[src/rtl/sensor_meas_seq.sv]
module sensor_meas_seq #(
  parameter int        CLK_PER_US = 100,
  parameter int        SETUP_US   = 2,
  parameter int        HIGH_US    = 5,
  parameter int        HOLD_US    = 2,
  parameter int        TIMEOUT_US = 2_000_000,
  parameter logic [7:0] CMD_TEMP  = 8'h03,
  parameter logic [7:0] CMD_HUMI  = 8'h05
) (
  input  logic        clk,
  input  logic        rst_n,
  input  logic        start,
  input  logic [1:0]  mode,
  output logic        busy,
  output logic        done,
  output logic [15:0] value,
  output logic [7:0]  checksum,
  output logic [1:0]  error_count,
  output logic        scl_out,
  output logic        sda_oe,
  input  logic        sda_in
);

  localparam int SETUP_CYC = SETUP_US * CLK_PER_US;
  localparam int HIGH_CYC  = HIGH_US * CLK_PER_US;
  localparam int HOLD_CYC  = HOLD_US * CLK_PER_US;
  localparam int WAIT_CYC  = TIMEOUT_US * CLK_PER_US;
  localparam int PMAX = (SETUP_CYC > HIGH_CYC) ? ((SETUP_CYC > HOLD_CYC) ? SETUP_CYC : HOLD_CYC)
                                               : ((HIGH_CYC > HOLD_CYC) ? HIGH_CYC : HOLD_CYC);
  localparam int TW = $clog2(PMAX + 1);
  localparam int WW = $clog2(WAIT_CYC + 1);

  typedef enum logic [2:0] {S_IDLE, S_TX, S_WAIT, S_RX, S_FIN} st_t;
  typedef enum logic [1:0] {P_SETUP, P_HIGH, P_HOLD} ph_t;

  st_t         st;
  ph_t         ph;
  logic [TW-1:0] tcnt;
  logic [WW-1:0] wcnt;
  logic [3:0]  bitno;
  logic [1:0]  byteno;
  logic [7:0]  sh;

  wire       shifting = (st == S_TX) || (st == S_RX);
  wire       ack_slot = (bitno == 4'd8);
  wire [1:0] err_inc  = (error_count == 2'd3) ? 2'd3 : error_count + 2'd1;

  assign scl_out = shifting && (ph == P_HIGH);
  assign sda_oe  = (st == S_TX && !ack_slot && !sh[7]) ||
                   (st == S_RX && ack_slot && byteno != 2'd2);
  assign busy    = shifting || (st == S_WAIT);
  assign done    = (st == S_FIN);

  always_ff @(posedge clk or negedge rst_n) begin
    if (!rst_n) begin
      st <= S_IDLE;  ph <= P_SETUP;  tcnt <= '0;  wcnt <= '0;
      bitno <= '0;   byteno <= '0;   sh <= '0;
      value <= '0;   checksum <= '0; error_count <= '0;
    end else begin
      case (st)
        S_IDLE: if (start) begin
          error_count <= '0;
          bitno <= '0;  byteno <= '0;  wcnt <= '0;
          ph <= P_SETUP;  tcnt <= TW'(SETUP_CYC - 1);
          if (mode == 2'd0)      begin sh <= CMD_TEMP; st <= S_TX; end
          else if (mode == 2'd1) begin sh <= CMD_HUMI; st <= S_TX; end
          else                   st <= S_WAIT;
        end
        S_TX, S_RX: begin
          if (tcnt != '0) tcnt <= tcnt - 1'b1;
          else case (ph)
            P_SETUP: begin ph <= P_HIGH; tcnt <= TW'(HIGH_CYC - 1); end
            P_HIGH: begin
              ph <= P_HOLD;  tcnt <= TW'(HOLD_CYC - 1);
              if (ack_slot) begin
                if (st == S_TX && sda_in) error_count <= err_inc;
              end else if (st == S_RX) sh <= {sh[6:0], sda_in};
            end
            default: begin
              ph <= P_SETUP;  tcnt <= TW'(SETUP_CYC - 1);
              if (ack_slot) begin
                bitno <= '0;
                if (st == S_TX) begin
                  st <= S_WAIT;  wcnt <= '0;
                end else begin
                  case (byteno)
                    2'd0:    value[15:8] <= sh;
                    2'd1:    value[7:0]  <= sh;
                    default: checksum    <= sh;
                  endcase
                  if (byteno == 2'd2) st <= S_FIN;
                  else byteno <= byteno + 2'd1;
                end
              end else begin
                bitno <= bitno + 4'd1;
                if (st == S_TX) sh <= {sh[6:0], 1'b0};
              end
            end
          endcase
        end
        S_WAIT: begin
          if (!sda_in) begin
            st <= S_RX;  ph <= P_SETUP;  tcnt <= TW'(SETUP_CYC - 1);
            bitno <= '0; byteno <= '0;
          end else if (wcnt == WW'(WAIT_CYC - 1)) begin
            error_count <= err_inc;
            st <= S_FIN;
          end else wcnt <= wcnt + 1'b1;
        end
        default: st <= S_IDLE;
      endcase
    end
  end

  logic [TW:0] hi_cnt;
  always_ff @(posedge clk or negedge rst_n) begin
    if (!rst_n) hi_cnt <= '0;
    else if (scl_out) hi_cnt <= hi_cnt + 1'b1;
    else hi_cnt <= '0;
  end

  a_r3_scl_high_len: assert property (@(posedge clk) disable iff (!rst_n)
    $fell(scl_out) |-> hi_cnt == (TW+1)'(HIGH_CYC));
  a_r3_data_stable_high: assert property (@(posedge clk) disable iff (!rst_n)
    scl_out && $past(scl_out) |-> $stable(sda_oe));
  a_r10_done_pulse: assert property (@(posedge clk) disable iff (!rst_n)
    done |=> !done);
  a_r10_idle_quiet: assert property (@(posedge clk) disable iff (!rst_n)
    !busy |-> !scl_out && !sda_oe);
  a_r9_err_monotonic: assert property (@(posedge clk) disable iff (!rst_n)
    busy && $past(busy) |-> error_count >= $past(error_count));

endmodule

[config.mk]
export PLATFORM = sky130hd
export DESIGN_NAME = sensor_meas_seq
export DESIGN_NICKNAME = d
export VERILOG_FILES = /design/src/rtl/sensor_meas_seq.sv
export SDC_FILE = /design/constraint.sdc
export NUM_CORES = 1
export LEC_CHECK = 0
export BUFFER_PORTS_ARGS = -buffer_cell sky130_fd_sc_hd__buf_2
export CORE_UTILIZATION = 60
export CTS_CLUSTER_SIZE = 40
export DETAILED_ROUTE_END_ITERATION = 6
export GPL_ROUTABILITY_DRIVEN = 1
export PLACE_DENSITY = 0.8
export SLEW_MARGIN = 20
export SYNTH_ARGS = -nofsm -noshare
export SYNTH_HDL_FRONTEND = slang
export SYNTH_SLANG_ARGS = --single-unit
export TNS_END_PERCENT = 50
[constraint.sdc]
create_clock -name clk -period 6.3 [get_ports clk]
set_input_delay 0.315 -clock clk [delete_from_list [all_inputs] [get_ports clk]]
set_output_delay 0.315 -clock clk [all_outputs]
set_load 0.05 [all_outputs]
==> run summary <==
====================================================================================
Routed length per instance                                                   16.9 um
Share of the clock period used by the worst path                               45.3%
CP required                                                                  6520 ps
Clock period minus worst slack                                               2850 ps
Synth cell types                                                                  61
Routed Antenna Nets                                                                0
Worst-path clk slew                                                           100 ps
Power per cell area                                                      367 nW/um^2
Root Driver                                                             sky130_fd_sc_hd__clkbuf_8
CTS H-tree depth                                                                   3
Post-synthesis instance total                                                    460
Switching Power                                                               750 uW
Number of failing setup endpoints in the final timing report                       0
Number of buffers created by CTS                                                   9
Initial standard-cell utilization of the core                                  61.8%
Global-route wire length before repair                                      16800 um
Max_cap viols                                                                      0
Final weighted congestion in routability-driven placement                      0.906
Yosys warning count                                                                0
Net count, final                                                                 500
Number of DRC markers after the initial detailed-route iteration                 241
Floorplan Core Area                                                       7210 sq um
Share of post-route cells with drive strength above 1                          20.1%
Number of synthesized register bits                                               82
CTS resizes                                                                        0
Max IR drop VDD                                                               150 uV
Worst EP arrival                                                             3070 ps
Met3 track demand over resource in global routing                              4.10%
Cell Area, Synth                                                          4460 sq um
Final-layout fill cell count                                                     573
Port Buf Inserts                                                                  35
Setup repair after global routing missed its margin                               no
Clk_lat worst skew                                                            370 ps
Static Leak                                                                  2.21 nW
Most used DFF post-synth                                                sky130_fd_sc_hd__dfrtp_1
Ant. Diodes                                                                        0
Worst Hold Slack                                                            -22.2 ps
Maximum clock frequency                                                      350 MHz
Total routed wirelength                                                      9980 um
Rel. slew slack                                                                40.6%
Critical path endpoint category                                            flip-flop
Post-detailed-route via-to-cell ratio                                           6.29
Max Root-Sink Buffers                                                              2
Die area                                                                  7780 sq um
Post-cts hold buffer count                                                         0
Pre-CTS setup slack                                                          3500 ps
Detailed-routing iteration count for the pre-antenna-repair pass                   5
Switching fraction of total power                                              41.4%
Count of vias placed by the detailed router                                     3717
Number of antenna violations at the first check in global routing                  0
All-Layer GR Usage                                                             27.9%
Startpoint class of the critical path                                      flip-flop
Gr busiest metal                                                                met2
TritonCTS clock tree                                                            done
Detailed placer's ending HPWL                                                6640 um
Least-Margin Pin Slew                                                         890 ps
Final hold violation count                                                        24
Violations in the final reports                                         negative hold slack
Combinational fraction of design power                                         35.6%
Power share of the clock group                                                 24.6%
Start-to-end type of the worst setup path                                 reg -> reg
Run status                                                              finished, violations left
Final worst setup slack                                                      3450 ps
Fraction of met2 tracks used by global routing                                 47.3%
Part of the total power dissipated in sequential elements                      39.8%
Fraction of the yosys area taken by sequential cells                           46.0%
GR Overflow Total                                                                  0
Post-synthesis net count                                                         473
Total negative slack for setup checks                                           0 ps
FP Rows                                                                           31
Number of enable flip-flop cells after synthesis                                   0
TritonCTS Sinks                                                                   82
Via count of the first global-routing pass                                      3563
Global-route met1 utilization                                                  36.4%
Y dimension of the die                                                       88.2 um
Post-detailed-route DRC marker count                                               0
Maximum number of pins on one net before global-route repair                      83
Post-synthesis to final-layout area growth                                     10.6%
Count of boundary I/O pins                                                        36
Int Pwr                                                                      1.06 mW
Final clock skew                                                             8.44 ps
Share of flip-flops with an asynchronous set or reset after synthesis           100%
Post-CTS setup buffers                                                             0
Final-report max-slew violation count                                              0
Maximum fanout count along the critical path                                      23
Average cell area after synthesis                                         9.69 sq um
Die boundary width                                                           88.2 um
Type of the worst min-delay path                                         in -> async
====================================================================================
## worst paths after layout
kind / start / end / slack [ps] / depth (start not counted)
max: tcnt[0] / wcnt[18] / 3450 / 7
min: rst_n / checksum[3] / -20 / 1
max reg2reg: tcnt[0] / wcnt[18] / 3450 / 7
min reg2reg: value[2] / value[2] / 510 / 1
max in group asynchronous: rst_n / wcnt[9] / 5830 / 1
min in group clk: mode[0] / sh[1] / 360 / 4
## cell usage in the layout, fill, tap and decap left out, drive strengths merged, types with 12 or more instances in the layout
cell   count
dfrtp     82
nand2     44
buf       39
o21ai     38
mux2      28
inv       28
nand3     26
nor2      24
nor3      16
a31oi     15
nand4     15
a21oi     12
## kinds of logic (layout without fill, tap and decap cells)
| logic type | Yosys count | after routing | synth area share, % |
|---|---|---|---|
| multiplexers | 39 | 39 | 9.62 |
| AND/OR/NAND/NOR | 171 | 171 | 20.9 |
| flip-flops | 82 | 82 | 46.0 |
| buffers and inverters | 47 | 79 | 4.15 |
| AO/OA/AOI/OAI | 113 | 113 | 17.1 |
| adder cells (fa/ha/maj) | 7 | 7 | 1.96 |
| XOR/XNOR | 1 | 1 | 0.196 |
## critical path: stages, from the launching register on
cell,delay (ps)
sky130_fd_sc_hd__dfrtp_1,420
sky130_fd_sc_hd__inv_1,70
sky130_fd_sc_hd__ha_1,220
sky130_fd_sc_hd__nor4b_2,510
sky130_fd_sc_hd__a41oi_1,300
sky130_fd_sc_hd__or2_2,520
sky130_fd_sc_hd__nor2_1,500
sky130_fd_sc_hd__a31oi_1,170
## area by class of cell
type                       count  area, sq um  area share (%)
inverter                      24         90.1            1.83
sequential                    82         2050            41.6
clock buffer                   9          124            2.51
multi-input combinational    331         2220            45.1
timing repair buffer          39          211            4.29
clock inverter                 7          106            2.16
tap                           99          124            2.51
## flip-flops by register name (all words and copies together), names as in the netlist
register,cells
wcnt,28
value,16
tcnt,9
checksum,8
sh,8
bitno,4
st,3
byteno,2
error_count,2
ph,2
## power by group through the flow
stage	Combinational [mW]	Sequential [mW]	Clock, mW
after floorplan	0.515	0.690	0
after global placement	0.618	0.722	0
after detailed placement	0.633	0.728	0
after CTS	0.644	0.718	0.447
after global routing	0.710	0.736	0.471
final	0.644	0.721	0.445
## cell usage after synthesis (all sizes together) (3+ instances only)
cell | number | area [sq um]
a211o | 4 | 35.0
a21oi | 12 | 60.1
a22o | 3 | 26.3
a31oi | 15 | 93.8
a41oi | 3 | 26.3
buf | 5 | 27.5
clkbuf | 18 | 67.6
dfrtp | 82 | 2050
ha | 7 | 87.6
inv | 24 | 90.1
mux2 | 28 | 319
mux2i | 11 | 110
nand2 | 44 | 168
nand2b | 4 | 25.0
nand3 | 26 | 135
nand3b | 3 | 22.5
nand4 | 15 | 100
nor2 | 24 | 90.1
nor2b | 4 | 25.0
nor3 | 16 | 80.1
nor4 | 9 | 77.6
nor4b | 4 | 41.3
o211ai | 11 | 87.6
o21a | 3 | 22.5
o21ai | 38 | 190
o311ai | 4 | 35.0
o31a | 5 | 43.8
o31ai | 3 | 22.5
or2 | 5 | 31.3
or4 | 6 | 52.6
## layer usage
layer	wire length (um)	vias to the layer above
met1	4340	1819
met2	5090	112
met4	82	0
met3	466	12
li1	-	1774
met5	0	-
## through the flow
| stage | utilization [%] | hold slack, ps | std cells | total power, mW | area [sq um] |
|---|---|---|---|---|---|
| global placement | 65.1 | 482 | 575 | 1.34 | 4700 |
| finish | 68.4 | -22.2 | 591 | 1.81 | 4930 |
| global route | 68.4 | 38.2 | 591 | 1.92 | 4930 |
| detailed placement | 65.1 | 488 | 575 | 1.36 | 4700 |
| floorplan | - | 19.4 | 460 | 1.20 | 4460 |
| CTS | 68.3 | 158 | 591 | 1.81 | 4930 |
Note: power is estimated with default switching activity, not from simulation.
